--- src/rtl/bsiir_pkg.sv ---
package bsiir_pkg;

  // Strobes from the bit sequencer to the serial datapath
  typedef struct packed {
    logic run;       // a word is in flight, shift the delay line
    logic firstBit;  // bit 0: seed adder carries
    logic latch1;    // capture sign of y(n-1) from the /8 tap
    logic useHeld1;  // feed repeated sign of y(n-1) into the /8 term
    logic latch2;    // capture sign of y(n-2) from the /2 tap
    logic useHeld2;  // feed repeated sign of y(n-2) into the /2 term
    logic lastBit;   // bit W-1: sign position
  } ctrlStrobes_t;

endpackage

--- src/rtl/bsiir_serial_add.sv ---
// One-bit serial adder or subtractor with a registered carry.
// SUB = 1 computes a - b by inverting b and seeding the carry with 1.
module bsiir_serial_add #(
  parameter bit SUB = 1'b0
) (
  input  logic clk,
  input  logic rstN,
  input  logic enable,
  input  logic firstBit,
  input  logic aBit,
  input  logic bBit,
  output logic sumBit
);

  logic carryReg;
  logic carryIn;
  logic bEff;

  assign bEff    = SUB ? ~bBit : bBit;
  assign carryIn = firstBit ? SUB : carryReg;
  assign sumBit  = aBit ^ bEff ^ carryIn;

  always_ff @(posedge clk or negedge rstN) begin
    if (!rstN) begin
      carryReg <= 1'b0;
    end else if (enable) begin
      carryReg <= (aBit & bEff) | (aBit & carryIn) | (bEff & carryIn);
    end
  end

endmodule

--- src/rtl/bsiir_ctrl.sv ---
// Bit sequencer: tracks the bit index of the word in flight and issues strobes.
module bsiir_ctrl
  import bsiir_pkg::*;
#(
  parameter int W = 8
) (
  input  logic         clk,
  input  logic         rstN,
  input  logic         wordStart,
  output ctrlStrobes_t ctl,
  output logic         yValid
);

  localparam int CW        = $clog2(W + 1);
  localparam logic [CW-1:0] IDLE_IDX = CW'(W);
  localparam logic [CW-1:0] LAST_IDX = CW'(W - 1);
  localparam logic [CW-1:0] SIGN1_IDX = CW'(W - 4);
  localparam logic [CW-1:0] SIGN2_IDX = CW'(W - 2);

  logic [CW-1:0] bitIdxReg;
  logic [CW-1:0] bitNow;

  assign bitNow = wordStart ? '0 : bitIdxReg;

  always_comb begin
    ctl          = '0;
    ctl.run      = (bitNow != IDLE_IDX);
    ctl.firstBit = (bitNow == '0);
    ctl.latch1   = (bitNow == SIGN1_IDX);
    ctl.useHeld1 = ctl.run && (bitNow > SIGN1_IDX);
    ctl.latch2   = (bitNow == SIGN2_IDX);
    ctl.useHeld2 = (bitNow == LAST_IDX);
    ctl.lastBit  = (bitNow == LAST_IDX);
  end

  always_ff @(posedge clk or negedge rstN) begin
    if (!rstN) begin
      bitIdxReg <= IDLE_IDX;
      yValid    <= 1'b0;
    end else begin
      yValid <= ctl.lastBit;
      if (!ctl.run || ctl.lastBit) begin
        bitIdxReg <= IDLE_IDX;
      end else begin
        bitIdxReg <= bitNow + 1'b1;
      end
    end
  end

endmodule

--- src/rtl/bsiir_datapath.sv ---
// Serial datapath: output delay line, scaled taps and three serial adders.
module bsiir_datapath
  import bsiir_pkg::*;
#(
  parameter int W = 8
) (
  input  logic         clk,
  input  logic         rstN,
  input  ctrlStrobes_t ctl,
  input  logic         xBit,
  output logic         yOut
);

  // Two word-level delays = 2W bit delays; the first is the output register.
  localparam int LINE_LEN = 2 * W;
  localparam int TAP_Y1   = W - 1;      // bit k of y(n-1)
  localparam int TAP_SH1  = W - 4;      // bit k+3 of y(n-1): scale by 1/8
  localparam int TAP_SH2  = 2 * W - 2;  // bit k+1 of y(n-2): scale by 1/2

  logic [LINE_LEN-2:0] line;
  logic held1;
  logic held2;
  logic y1ShOp;
  logic y2ShOp;
  logic diffBit;
  logic wBit;
  logic yBit;

  assign y1ShOp = ctl.useHeld1 ? held1 : line[TAP_SH1];
  assign y2ShOp = ctl.useHeld2 ? held2 : line[TAP_SH2];

  // y2/2 - y1
  bsiir_serial_add #(.SUB(1'b1)) u_sub (
    .clk(clk), .rstN(rstN), .enable(ctl.run), .firstBit(ctl.firstBit),
    .aBit(y2ShOp), .bBit(line[TAP_Y1]), .sumBit(diffBit)
  );

  // w = (y2/2 - y1) + y1/8
  bsiir_serial_add #(.SUB(1'b0)) u_addW (
    .clk(clk), .rstN(rstN), .enable(ctl.run), .firstBit(ctl.firstBit),
    .aBit(diffBit), .bBit(y1ShOp), .sumBit(wBit)
  );

  // y = w + x
  bsiir_serial_add #(.SUB(1'b0)) u_addX (
    .clk(clk), .rstN(rstN), .enable(ctl.run), .firstBit(ctl.firstBit),
    .aBit(wBit), .bBit(xBit), .sumBit(yBit)
  );

  always_ff @(posedge clk or negedge rstN) begin
    if (!rstN) begin
      line  <= '0;
      held1 <= 1'b0;
      held2 <= 1'b0;
    end else if (ctl.run) begin
      line <= {line[LINE_LEN-3:0], yBit};
      if (ctl.latch1) held1 <= line[TAP_SH1];
      if (ctl.latch2) held2 <= line[TAP_SH2];
    end
  end

  assign yOut = line[0];

endmodule

--- src/rtl/bsiir_top.sv ---
module bsiir_top #(
  parameter int W = 8
) (
  input  logic clk,
  input  logic rstN,
  input  logic wordStart,
  input  logic xBit,
  output logic yOut,
  output logic yValid
);

  bsiir_pkg::ctrlStrobes_t ctl;

  bsiir_ctrl #(.W(W)) u_ctrl (
    .clk(clk), .rstN(rstN), .wordStart(wordStart), .ctl(ctl), .yValid(yValid)
  );

  bsiir_datapath #(.W(W)) u_dp (
    .clk(clk), .rstN(rstN), .ctl(ctl), .xBit(xBit), .yOut(yOut)
  );

endmodule

--- config.mk ---
export PLATFORM = sky130hd
export DESIGN_NAME = bsiir_top
export DESIGN_NICKNAME = d
export VERILOG_FILES = /design/src/rtl/bsiir_pkg.sv /design/src/rtl/bsiir_serial_add.sv /design/src/rtl/bsiir_ctrl.sv /design/src/rtl/bsiir_datapath.sv /design/src/rtl/bsiir_top.sv
export SDC_FILE = /design/constraint.sdc
export NUM_CORES = 1
export LEC_CHECK = 0
export ABC_AREA = 1
export ABC_CLOCK_PERIOD_IN_PS = 2800
export CAP_MARGIN = 0
export CORE_UTILIZATION = 25
export DETAILED_ROUTE_END_ITERATION = 10
export GPL_ROUTABILITY_DRIVEN = 0
export HOLD_SLACK_MARGIN = 0.08
export PLACE_DENSITY_LB_ADDON = 0.12
export SYNTH_ARGS = -nofsm -noshare
export SYNTH_HDL_FRONTEND = slang
export SYNTH_SLANG_ARGS = --single-unit
--- constraint.sdc ---
create_clock -name clk -period 2.8 [get_ports clk]
set_input_delay 0.28 -clock clk [delete_from_list [all_inputs] [get_ports clk]]
set_output_delay 0.28 -clock clk [all_outputs]
set_load 0.02 [all_outputs]
==> results of run 1 <==
## registers in the layout (all words and copies together) (netlist names)
signal and cells:
u_dp.u_sub.carryReg 1, u_ctrl.bitIdxReg 4, u_dp.line 15, u_dp.held1 1
u_dp.held2 1, u_ctrl.yValid 1, u_dp.u_addW.carryReg 1, u_dp.u_addX.carryReg 1
## layer usage
layer	vias to the layer above	part of all wire [%]
li1	424	-
met1	402	49
met2	7	46
met3	2	3.9
met4	0	0.99
met5	-	0
## placed cells by master (no fill, tap or decap)
cell              n
dfrtp_1          24
buf_4            21
nand2_1          17
inv_1            14
o21ai_1          10
nor2_1            9
a21oi_2           8
nand2_2           7
o21ai_2           4
clkdlybuf4s50_1   4
inv_2             3
nor2_2            3
nand3_1           3
fa_1              3
clkbuf_8          3
nor2_4            2
nand2_4           1
xor2_1            1
a31oi_1           1
nor3_4            1
o21bai_1          1
xnor2_1           1
o21ai_0           1
clkinvlp_4        1
dlygate4sd2_1     1
dfstp_2           1
## cell families after synthesis
family                   count (synthesis)  share of synthesized area, %
AO/OA/AOI/OAI                           25                          14.5
XOR/XNOR                                 2                          1.49
adder cells (fa/ha/maj)                  3                          5.11
buffers and inverters                   21                          9.48
flip-flops                              25                          53.4
AND/OR/NAND/NOR                         43                          16.1
## area by class of cell
cell class / instances / area share, %
clock inverter: 1 / 0.505
multi-input combinational: 73 / 32.0
clock buffer: 3 / 2.78
timing repair buffer: 26 / 13.9
tap: 52 / 4.37
sequential: 25 / 42.1
inverter: 17 / 4.29
## critical path, stage by stage (launching register included)
cell     delay, ps
dfrtp_1        390
nand2_2         90
nor2_1         180
nand2_2        120
nand2_2         70
o21ai_2         60
fa_1           520
inv_2           40
fa_1           560
fa_1           420
nand2_1         80
o21ai_1         60
## timing repair
| action | 4_1_cts | 5_1_grt |
|---|---|---|
| gates resized for setup | 5 | 9 |
| setup endpoints to repair | 2 | 2 |
| buffers inserted | 6 | 4 |
| pin swaps | 6 | 9 |
## stage by stage
step                cells  setup TNS [ps]  setup slack (ps)
floorplan             119               0               176
global route          197           -36.3             -36.3
CTS                   193               0              17.5
detailed placement    183            -672              -375
finish                197               0              96.1
global placement      183            -679              -371
## how the worst max path moves through the flow
stage,start,end,slack (ps)
floorplan,wordStart,u_dp.line[0],180
global placement,wordStart,u_dp.line[0],-370
detailed placement,wordStart,u_dp.line[0],-370
CTS,u_ctrl.bitIdxReg[0],u_dp.line[0],20
global route,u_ctrl.bitIdxReg[2],u_dp.line[0],-40
finish,u_ctrl.bitIdxReg[2],u_dp.line[0],100
## where the power goes
part	switching [W]	internal, W
clock	0.000123	0.000101
combinational	0.000251	0.000217
sequential	0.0000702	0.000508
total	0.000444	0.000826
==> flow_summary.ini, run 1 <==
[status]
outcome = complete, no violations

[clocking]
cts_htree_levels = 1
cts_buffers = 3
cts_hold_buf = 0
clock_latency_ps = 270
cts_sinks = 25
cts_root_buffer = clkbuf_8
clk_pin_slew_ps = 90
clock_path_buffers = 2
cts_tree = yes

[critical_path]
cp.arrival_ps = 2860
cp_data_required_time_ps = 2960
end_kind = flop
crit_type = flop to flop
startpoint_type = flop
crit_path_max_fanout = 4
rr_worst_depth = 11
reg2reg_slack_ps = 100
rr_endpoint = u_dp.line[0]
r2r_start = u_ctrl.bitIdxReg[2]

[timing]
tightestPinTransition_ps = 400
fin_crit_ps = 2700
setup_violations = 0
timing.hold.ws_ps = 359
max_slew_margin_pct = 73.3
final-max-slew-violation-count = 0
hold_violations = 0
finalClockSkew_ps = 1.63
min_period_over_period_pct = 96.6
timing.fmax_mhz = 370

[place]
io_buffers = 5
hpwl_um = 1420
place_area_um2 = 1330

[floorplan]
start_util_pct = 26.4
fp.dieH_um = 70.6
rows = 24
core_area_um2 = 4440
die_w_um = 70.6
dieArea_um2 = 4980
pin_count = 6

[synthesis]
synthTopCellsByCount = dfrtp_1, nand2_1, inv_1
synth.most_common_cell = dfrtp_1
synthArstFlopShare_pct = 100
syn_area_per_cell_um2 = 9.87
synth_seq_cells = 25
synth_area_leader_cell = dfrtp_1
syn_area_um2 = 1170
synth_nets = 126
syn_inst = 119
synth_edf_count = 0
ys_types = 24
ys.warnings.count = 0
synth_top_area_share_pct = 51.1
seq_area_frac_synth_pct = 53.4
synth_area_leaders = dfrtp_1, nand2_1, a21oi_2
synth_ff_type = dfrtp_1

[job]
max_cap_violations = 0

[grt]
grt_max_degree = 37
top_usage_layer = met2
met3_usage_pct = 3.56
first_global_vias = 835
grt.total_usage_pct = 9.71
met1_usage_pct = 12.6
grt_pass1_wl_um = 3750
antenna_found_initial = 0
grt_overflow_total = 0
use_met2_pct = 15.4

[final_layout]
drive_gt1_share_pct = 37.9
fillers = 472
diodes = 0
syn_to_final_growth_pct = 26.6
multi_input_area_um2 = 477
finish.utilization_pct = 33.5
final_cell_area_um2 = 1490
layout.nets = 153
seq_area_um2 = 627

[power_and_ir_drop]
p_leak_nw = 0.731
ir_drop_uv = 462
total_power_w = 0.00127
p_per_area_nw_per_um2 = 853

[route]
drt_pass1_iterations = 2
drc = 0
num_vias = 835
ant_nets = 0
wl_per_cell_um = 10.8
via_per_inst = 4.24
drt_wl_total_um = 2130
first_iter_violations = 37

[worst_hold_path]
worstHoldPathType = input pin to asynchronous set/reset pin
Note: power is estimated with default switching activity, not from simulation.
==> inputs of run 2 (changes only) <==
--- a/config.mk
+++ b/config.mk
@@ -9,10 +9,12 @@
 export ABC_CLOCK_PERIOD_IN_PS = 2800
 export CAP_MARGIN = 0
 export CORE_UTILIZATION = 25
+export CTS_CLUSTER_SIZE = 10
 export DETAILED_ROUTE_END_ITERATION = 10
 export GPL_ROUTABILITY_DRIVEN = 0
 export HOLD_SLACK_MARGIN = 0.08
 export PLACE_DENSITY_LB_ADDON = 0.12
+export SETUP_SLACK_MARGIN = 0.4
 export SYNTH_ARGS = -nofsm -noshare
 export SYNTH_HDL_FRONTEND = slang
 export SYNTH_SLANG_ARGS = --single-unit
==> flow_summary.ini, run 2 (synthesized netlist as in run 1, its figures left out) <==
[status]
outcome = complete, no violations

[final_layout]
layout.nets = 150
drive_gt1_share_pct = 36.6
largest_reg_flops = 15
top_regs = u_dp.line x15, u_ctrl.bitIdxReg x4
final_cell_mix = dfrtp_1, nand2_1, buf_4
syn_to_final_growth_pct = 26.7
diodes = 0
top_register = u_dp.line
fillers = 470
finish.utilization_pct = 33.5
final_common_cell = dfrtp_1

[critical_path]
critical_path_buf_inv_count = 1
cp.arrival_ps = 2820
slowest_delay_ps = 580
path_delay_family = adder cells
rr_endpoint = u_dp.line[0]
worst_path_max_delay_cell = fa_1
crit_path_max_fanout = 3
r2r_start = u_ctrl.bitIdxReg[2]
crit_chain = nand2_4, nand2_4, nor3_4, nor2_2, fa_1, inv_2, fa_1, fa_1, nand2_1, o21ai_1
rr_worst_depth = 10
crit_top_cell = fa_1
crit_type = flop to flop
end_kind = flop
reg2reg_slack_ps = 130
startpoint_type = flop
cp_data_required_time_ps = 2950

[clocking]
clock_latency_ps = 270
cts_hold_buf = 0
cts_sinks = 25
cts_tree = yes
cts_buffers = 3
clock_path_buffers = 2
cts_root_buffer = clkbuf_8
clk_pin_slew_ps = 100
cts_htree_levels = 1

[route]
first_iter_violations = 26
drt_pass1_iterations = 4
drc = 0
drt_wl_total_um = 2080
via_per_inst = 4.01
ant_nets = 0
wl_per_cell_um = 10.7
num_vias = 777

[timing]
tightestPinTransition_ps = 407
final-max-slew-violation-count = 0
setup_violations = 0
finalClockSkew_ps = 7.54
finalSetupTns_ps = 0
rsz0062_at_grt = yes
max_slew_margin_pct = 72.9
fin_crit_ps = 2670
timing.fmax_mhz = 374
min_period_over_period_pct = 95.4
hold_violations = 0

[floorplan]
die_w_um = 70.6
pin_count = 6
fp.dieH_um = 70.6
core_area_um2 = 4440
start_util_pct = 26.4
dieArea_um2 = 4980
rows = 24

[grt]
antenna_found_initial = 0
grt.total_usage_pct = 10.0
first_global_vias = 786
grt_max_degree = 37
grt_pass1_wl_um = 3780
grt_overflow_total = 0

[place]
io_buffers = 5
hpwl_um = 1410

[worst_hold_path]
worstHoldPathType = input pin to asynchronous set/reset pin

[power_and_ir_drop]
ir_drop_uv = 381
p_leak_nw = 0.737
p_per_area_nw_per_um2 = 839

[job]
max_cap_violations = 0
[run 2: area by class of cell]
| type | instances | area (um^2) | share of cell area (%) |
|---|---|---|---|
| Inverter | 17 | 66.3 | 4.45 |
| Sequential cell | 25 | 628 | 42.2 |
| Tap cell | 52 | 65.1 | 4.37 |
| Clock inverter | 1 | 8.76 | 0.588 |
| Timing Repair Buffer | 23 | 184 | 12.4 |
| Clock buffer | 3 | 41.3 | 2.77 |
| Multi-Input combinational cell | 73 | 495 | 33.3 |
[run 2: report_power, final]
group,internal (W),total [W],switching (W)
clock network,0.000104,0.000224,0.000120
registers,0.000507,0.000575,0.0000680
logic,0.000209,0.000450,0.000242
[run 2: metal layers]
| metal | GRT usage (%) | vias to the layer above | wire, um |
|---|---|---|---|
| met5 | 0 | - | 0 |
| met2 | 16.1 | 7 | 974 |
| li1 | - | 413 | - |
| met3 | 3.42 | 2 | 64 |
| met1 | 13.1 | 355 | 1020 |
| met4 | 2.67 | 0 | 19 |
[run 2: what timing repair did]
item                                    4_1_cts  5_1_grt
gates resized for setup                      12        2
cloned                                        0        0
endpoints found under the setup margin        2        2
setup buffers                                 7        0
pin swaps                                     6        4
[run 2: worst max path at each step]
| stage | from | to | slack [ps] | depth (start not counted) |
|---|---|---|---|---|
| final | u_ctrl.bitIdxReg[2] | u_dp.line[0] | 130 | 10 |
| after global routing | u_ctrl.bitIdxReg[2] | u_dp.line[0] | -3 | 10 |
| after CTS | u_ctrl.bitIdxReg[1] | u_dp.line[0] | 100 | 10 |
| after detailed placement | wordStart | u_dp.line[0] | -360 | 12 |
| after global placement | wordStart | u_dp.line[0] | -290 | 13 |
| after floorplan | u_ctrl.bitIdxReg[2] | u_dp.line[0] | 240 | 11 |
[run 2: per-stage QoR]
step                      instances  cell area [um^2]  power [W]  hold slack, ps  setup WS (ps)
after floorplan                 119              1190   0.000901           -15.6            244
after global placement          183              1350   0.000999             465           -289
after detailed placement        183              1350    0.00103             469           -359
after CTS                       194              1480    0.00129             375            101
after global routing            194              1490    0.00138             395          -3.48
final                           194              1490    0.00125             367            129
